### config.mk
export PLATFORM = sky130hd
export DESIGN_NAME = useq_engine
export DESIGN_NICKNAME = d
export VERILOG_FILES = /design/src/rtl/useq_pkg.sv /design/src/rtl/useq_store.sv /design/src/rtl/useq_next_addr.sv /design/src/rtl/useq_ctrl.sv /design/src/rtl/useq_engine.sv
export SDC_FILE = /design/constraint.sdc
export NUM_CORES = 2
export LEC_CHECK = 0
export ABC_CLOCK_PERIOD_IN_PS = 3210
export BUFFER_PORTS_ARGS = -buffer_cell sky130_fd_sc_hd__buf_2
export CAP_MARGIN = 20
export CORE_ASPECT_RATIO = 2
export CORE_UTILIZATION = 60
export CTS_CLUSTER_DIAMETER = 40
export DETAILED_ROUTE_END_ITERATION = 8
export PLACE_DENSITY_LB_ADDON = 0.08
export SLEW_MARGIN = 30
export SYNTH_ARGS = -nofsm -noshare
export SYNTH_HDL_FRONTEND = slang
export SYNTH_SLANG_ARGS = --single-unit
### constraint.sdc
create_clock -name clk -period 3.21 [get_ports clk]
set_clock_uncertainty 0.2 [all_clocks]
set_input_delay 0.321 -clock clk [delete_from_list [all_inputs] [get_ports clk]]
set_output_delay 0.321 -clock clk [all_outputs]
set_load 0.05 [all_outputs]
### src/rtl/useq_pkg.sv
package useq_pkg;
  typedef enum logic [1:0] {
    NA_INC  = 2'b00,
    NA_JMP  = 2'b01,
    NA_CJMP = 2'b10,
    NA_MWAY = 2'b11
  } na_mode_e;
endpackage

### src/rtl/useq_store.sv
module useq_store #(
  parameter int ADDR_W = 8,
  parameter int WORD_W = 16
) (
  input  logic              clk,
  input  logic              we,
  input  logic [ADDR_W-1:0] waddr,
  input  logic [WORD_W-1:0] wdata,
  input  logic [ADDR_W-1:0] raddr,
  output logic [WORD_W-1:0] rdata
);
  localparam int DEPTH = 1 << ADDR_W;

  logic [WORD_W-1:0] mem_q [DEPTH];

  always_ff @(posedge clk) begin
    if (we) begin
      mem_q[waddr] <= wdata;
    end
  end

  assign rdata = mem_q[raddr];
endmodule

### src/rtl/useq_next_addr.sv
module useq_next_addr
  import useq_pkg::*;
#(
  parameter int ADDR_W = 8,
  parameter int WORD_W = 16,
  parameter int COND_N = 8
) (
  input  logic [WORD_W-1:0] word,
  input  logic [ADDR_W-1:0] pc,
  input  logic [COND_N-1:0] cond,
  output logic [ADDR_W-1:0] next_pc
);
  localparam int SEL_W   = $clog2(COND_N);
  localparam int MODE_LO = WORD_W - 2;
  localparam int SEL_LO  = MODE_LO - SEL_W;

  na_mode_e          mode;
  logic [SEL_W-1:0]  sel;
  logic [SEL_W-1:0]  sel_nx;
  logic [ADDR_W-1:0] target;
  logic [ADDR_W-1:0] pc_inc;

  assign mode   = na_mode_e'(word[WORD_W-1:MODE_LO]);
  assign sel    = word[MODE_LO-1:SEL_LO];
  assign sel_nx = sel + 1'b1;
  assign target = word[ADDR_W-1:0];
  assign pc_inc = pc + 1'b1;

  always_comb begin
    case (mode)
      NA_INC:  next_pc = pc_inc;
      NA_JMP:  next_pc = target;
      NA_CJMP: next_pc = cond[sel] ? target : pc_inc;
      default: next_pc = {target[ADDR_W-1:2], cond[sel_nx], cond[sel]};
    endcase
  end
endmodule

### src/rtl/useq_ctrl.sv
module useq_ctrl (
  input  logic clk,
  input  logic rst_n,
  input  logic start_req,
  input  logic halt_req,
  input  logic step_req,
  input  logic pc_ld_req,
  input  logic wr_req,
  output logic running,
  output logic advance,
  output logic pc_load,
  output logic store_we,
  output logic err
);
  logic running_q, running_d;
  logic err_q, err_d;

  always_comb begin
    running_d = running_q;
    if (halt_req) begin
      running_d = 1'b0;
    end else if (start_req) begin
      running_d = 1'b1;
    end
    err_d = running_q & (wr_req | pc_ld_req);
  end

  always_ff @(posedge clk or negedge rst_n) begin
    if (!rst_n) begin
      running_q <= 1'b0;
      err_q     <= 1'b0;
    end else begin
      running_q <= running_d;
      err_q     <= err_d;
    end
  end

  assign advance  = running_q ? ~halt_req : (step_req & ~pc_ld_req);
  assign pc_load  = ~running_q & pc_ld_req;
  assign store_we = ~running_q & wr_req;
  assign running  = running_q;
  assign err      = err_q;

  p_halt_wins_r6: assert property (@(posedge clk) disable iff (!rst_n)
    halt_req |=> !running_q);

  p_start_r6: assert property (@(posedge clk) disable iff (!rst_n)
    (start_req && !halt_req) |=> running_q);
endmodule

### src/rtl/useq_engine.sv
module useq_engine #(
  parameter int ADDR_W = 8,
  parameter int WORD_W = 16,
  parameter int COND_N = 8
) (
  input  logic              clk,
  input  logic              rst_n,
  input  logic              host_wr_en,
  input  logic [ADDR_W-1:0] host_wr_addr,
  input  logic [WORD_W-1:0] host_wr_data,
  input  logic              host_pc_ld,
  input  logic [ADDR_W-1:0] host_pc_val,
  input  logic              host_start,
  input  logic              host_halt,
  input  logic              host_step,
  input  logic [COND_N-1:0] cond_in,
  output logic              running,
  output logic              host_err,
  output logic [ADDR_W-1:0] pc_out,
  output logic [WORD_W-1:0] pipe_word,
  output logic [WORD_W-ADDR_W-$clog2(COND_N)-3:0] ctrl_out
);
  localparam int SEL_W  = $clog2(COND_N);
  localparam int CTRL_W = WORD_W - ADDR_W - SEL_W - 2;

  logic [1:0]        rst_sync_q;
  logic              rst_s_n;
  logic              advance, pc_load, store_we;
  logic [WORD_W-1:0] rd_word;
  logic [ADDR_W-1:0] next_pc;
  logic [ADDR_W-1:0] pc_q, pc_d;
  logic [WORD_W-1:0] pipe_q, pipe_d;
  logic              pc_en, pipe_en;

  always_ff @(posedge clk or negedge rst_n) begin
    if (!rst_n) begin
      rst_sync_q <= 2'b00;
    end else begin
      rst_sync_q <= {rst_sync_q[0], 1'b1};
    end
  end
  assign rst_s_n = rst_sync_q[1];

  useq_ctrl ctrl_i (
    .clk       (clk),
    .rst_n     (rst_s_n),
    .start_req (host_start),
    .halt_req  (host_halt),
    .step_req  (host_step),
    .pc_ld_req (host_pc_ld),
    .wr_req    (host_wr_en),
    .running   (running),
    .advance   (advance),
    .pc_load   (pc_load),
    .store_we  (store_we),
    .err       (host_err)
  );

  useq_store #(.ADDR_W(ADDR_W), .WORD_W(WORD_W)) store_i (
    .clk   (clk),
    .we    (store_we),
    .waddr (host_wr_addr),
    .wdata (host_wr_data),
    .raddr (pc_q),
    .rdata (rd_word)
  );

  useq_next_addr #(.ADDR_W(ADDR_W), .WORD_W(WORD_W), .COND_N(COND_N)) nxt_i (
    .word    (rd_word),
    .pc      (pc_q),
    .cond    (cond_in),
    .next_pc (next_pc)
  );

  always_comb begin
    pc_en   = pc_load | advance;
    pc_d    = pc_load ? host_pc_val : next_pc;
    pipe_en = advance;
    pipe_d  = rd_word;
  end

  always_ff @(posedge clk or negedge rst_s_n) begin
    if (!rst_s_n) begin
      pc_q   <= '0;
      pipe_q <= '0;
    end else begin
      if (pc_en) begin
        pc_q <= pc_d;
      end
      if (pipe_en) begin
        pipe_q <= pipe_d;
      end
    end
  end

  assign pc_out    = pc_q;
  assign pipe_word = pipe_q;
  assign ctrl_out  = pipe_q[ADDR_W+CTRL_W-1:ADDR_W];

  p_hold_r5: assert property (@(posedge clk) disable iff (!rst_s_n)
    (!running && !host_step && !host_pc_ld && !host_start)
      |=> ($stable(pc_q) && $stable(pipe_q)));

  p_preload_r4: assert property (@(posedge clk) disable iff (!rst_s_n)
    (!running && host_pc_ld) |=> (pc_q == $past(host_pc_val) && $stable(pipe_q)));

  p_step_fetch_r5: assert property (@(posedge clk) disable iff (!rst_s_n)
    (!running && host_step && !host_pc_ld) |=> (pipe_q == $past(rd_word)));

  p_drop_err_r3: assert property (@(posedge clk) disable iff (!rst_s_n)
    (running && (host_wr_en || host_pc_ld)) |=> host_err);

  p_wrap_r7: assert property (@(posedge clk) disable iff (!rst_s_n)
    (advance && !pc_load && rd_word[WORD_W-1:WORD_W-2] == 2'b00 && pc_q == '1)
      |=> (pc_q == '0));
endmodule

==> results.md <==
- Outcome: finished with violations
- Failing checks: setup timing
- Pre-antenna DRT Iters: 5
- Total power: around 0.16 W
- Most frequent cells in the layout: 4096 x edfxtp_1, 1274 x mux4_2, 629 x buf_4
- Fmax: 223.3 MHz
- Port buffer count: 75
- WS Path Type: flip-flop to flip-flop
- Placer congestion estimate: between 0.9 and 1
- Synthesis-to-finish area growth: 16.69%
- Initial antenna violation count: 37
- Peak supply drop: about 0.64 mV
- DRC viols: 0
- Rows: between 200 and 300
- Post-Route Setup TNS: -22.85 ns
- Post-synth net total: about 6500
- # H-tree levels: 5
- Final setup vio count: 24
- Post-Synthesis Cells: around 6500
- Sequential share of the synthesized area: 0.7804
- Via density: slightly below 7
- Worst-Margin Slew: 1.020 ns
- YS warnings: 0
- Asr flop ratio synth: 0.006790
- Vias in the first global route: 78280
- Startpoint types: flip-flop
- Routed wire per std cell: between 30 and 40 µm
- Share of layout cells above drive strength 1: 0.3762
- Overall Global Routing Usage: 0.3292
- DP Area: about 170000 µm²
- Core area: 262600 µm²
- Number of DRC markers in iteration 0: about 9400
- DPL Wire Length: roughly 270000 µm
- Min Tclk post-route: 4.477 ns
- Leak: 58.67 nW
- Worst setup EP type: flip-flop
- Die height: 728.9 µm
- Hold Violations, Final: 0
- Initial Utilization: 0.6036
- Crit path DAT: a little over 5 ns
- Post-route ant nets: 0
- Global-route wire length before repair: approximately 600000 µm
- Remaining Overflow, GRT: 0
- Main area contributors after synthesis: edfxtp_1 78%, mux4_2 18%, nor2_1 0.69%
- Pwr dens: around 850 nW/µm²
- Clock-pin slew on the worst setup and hold paths: around 0.070 ns
- Share of the synthesized area in the top cell type: 0.7760
- Mapped Area: 158500 µm²
- Worst-path maximum fanout: 15
- Yosys reg bits: between 4000 and 5000
- Rel. slew slack: 0.3200
- Total of max-cap violations: 0
- Fin. max-slew vios: 0
- Main flop type after synthesis: edfxtp_1
- RSZ-0062 raised after global routing: true
- Clock tree buffer depth: 4
- Final #Nets: approximately 7600
- Routed via count: between 70000 and 80000
- Leading cell type in the layout, fill and taps excluded: edfxtp_1
- Pin count of the biggest net entering global routing: ~160
- Min-delay worst type: flip-flop to async pin
- # fillers: approximately 15000
- IO Pins: 76
- Distinct cells, synth: approximately 70
- Final worst-path setup slack: -1.267 ns
- Die Wd: 365.4 µm
- CTS sink count: between 4000 and 5000
- Number of synthesized flops with an enable pin: slightly above 4000
- Mean area per synthesized cell: roughly 24 µm²
- Final Routed Wirelength: 431200 µm
- TritonCTS clock tree: yes
- Clk_lat worst skew: a little over 0.9 ns
- Design area: 185000 µm²
- CP required: 3.84 ns
- Full die area: ~270000 µm²
- Root Buffer: clkbuf_16
- Final worst-path cycle share: 1.395
- Post-synth top area cell: edfxtp_1
- Clock buffers created by TritonCTS: around 350
- Post-layout util: 0.7044
[cell type report]
type | instances | area [µm²] | share of cell area
inverters | 12 | 46.29 | 0.0002503
repair buffers | 1063 | 11740 | 0.06346
multi-input cells | 1986 | 33520 | 0.1812
clock buffers | 416 | 9304 | 0.05030
clock inverters | 214 | 2188 | 0.01183
diodes | 35 | 87.58 | 0.0004735
well taps | 3484 | 4359 | 0.02357
flip-flops and latches | 4124 | 123700 | 0.6689
[worst max-delay path, cell delays in order (launching register included)]
cell,delay (ns)
dfrtp_4,0.45
buf_12,0.16
buf_16,0.19
buf_4,0.18
mux4_2,0.55
mux4_2,0.52
mux4_2,0.61
mux2_4,0.34
a221o_1,0.40
or2_4,0.29
nor2_4,0.09
a31oi_2,0.04
mux2i_1,0.20
a221o_1,0.17
[path summary, 6_finish.rpt]
check                                start               endpoint  slack, ns  cells past startpoint
min                          rst_sync_q[1]          pipe_word[11]       0.04                      0
max                              pc_out[0]              pc_out[0]      -1.27                     13
min reg2reg                  rst_sync_q[1]          pipe_word[11]       0.04                      0
min in group clk           host_wr_addr[4]  store_i.mem_q[61][11]       0.13                      4
max reg2reg                      pc_out[0]              pc_out[0]      -1.27                     13
max in group asynchronous    rst_sync_q[1]           pipe_word[1]       2.22                      1
[synthesized netlist by cell type, drive strengths merged, types with 6 or more instances]
cell type and n:
buf 231, edfxtp 4096, nand2b 6, a221oi 7, nor2b 23, and2 14, mux2 12, a21oi 27
a22o 9, inv 11, mux4 1278, dfrtp 28, nand3 30, o21ai 16, o211ai 9, mux2i 59
nor3 7, nand4 9, a21o 8, nand2 56, a211oi 7, clkbuf 135, a22oi 47, o22ai 9
nor2 291
[kinds of logic (layout without fill, tap and decap cells)]
group,after synthesis,in the layout,synth area share
XOR/XNOR,6,6,0.0003315
AND/OR/NAND/NOR,449,449,0.01207
multiplexers,1349,1349,0.1863
adder cells (fa/ha/maj),2,2,0.0001578
AO/OA/AOI/OAI,179,179,0.008296
flip-flops,4124,4124,0.7804
buffers and inverters,378,1705,0.01244
other,1,36,0.00002366
[power breakdown]
part	switching [W]	internal, W
logic	0.0285	0.0264
clock network	0.0192	0.0239
registers	0.000378	0.0594
total	0.0482	0.110
[flip-flops by register name, summed over array words and instances (netlist names)]
name            flops
ctrl_i.err          1
pc_out              8
pipe_word          16
rst_sync_q          2
ctrl_i.running      1
store_i.mem_q    4096
[repair_timing]
item / 4_1_cts / 5_1_grt
buffers inserted: 53 / 33
gates resized for setup: 145 / 93
setup endpoints to repair: 25 / 24
pin swaps: 19 / 19
gates cloned: 12 / 9
hold buffers: 56 / 0
endpoints found under the hold margin: 1441 / 0
[per-stage QoR]
step | hold WS [ns] | setup WS, ns | cells
detailed placement | -0.01537 | -1.520 | 10520
finish | 0.04476 | -1.267 | 11330
global route | 0.08528 | -1.289 | 11320
floorplan | -0.1746 | -1.014 | 6488
CTS | 0.03755 | -1.215 | 11270
global placement | -0.01590 | -1.525 | 10520
[layer usage]
metal	track usage	share of wire	up-vias
met2	0.5613	0.52	4058
met4	0.1781	0.062	16
met1	0.4066	0.34	41560
li1	-	-	30170
met3	0.05012	0.078	861
met5	0	0.00024	-
No activity file was read; power rests on OpenSTA's default activity.
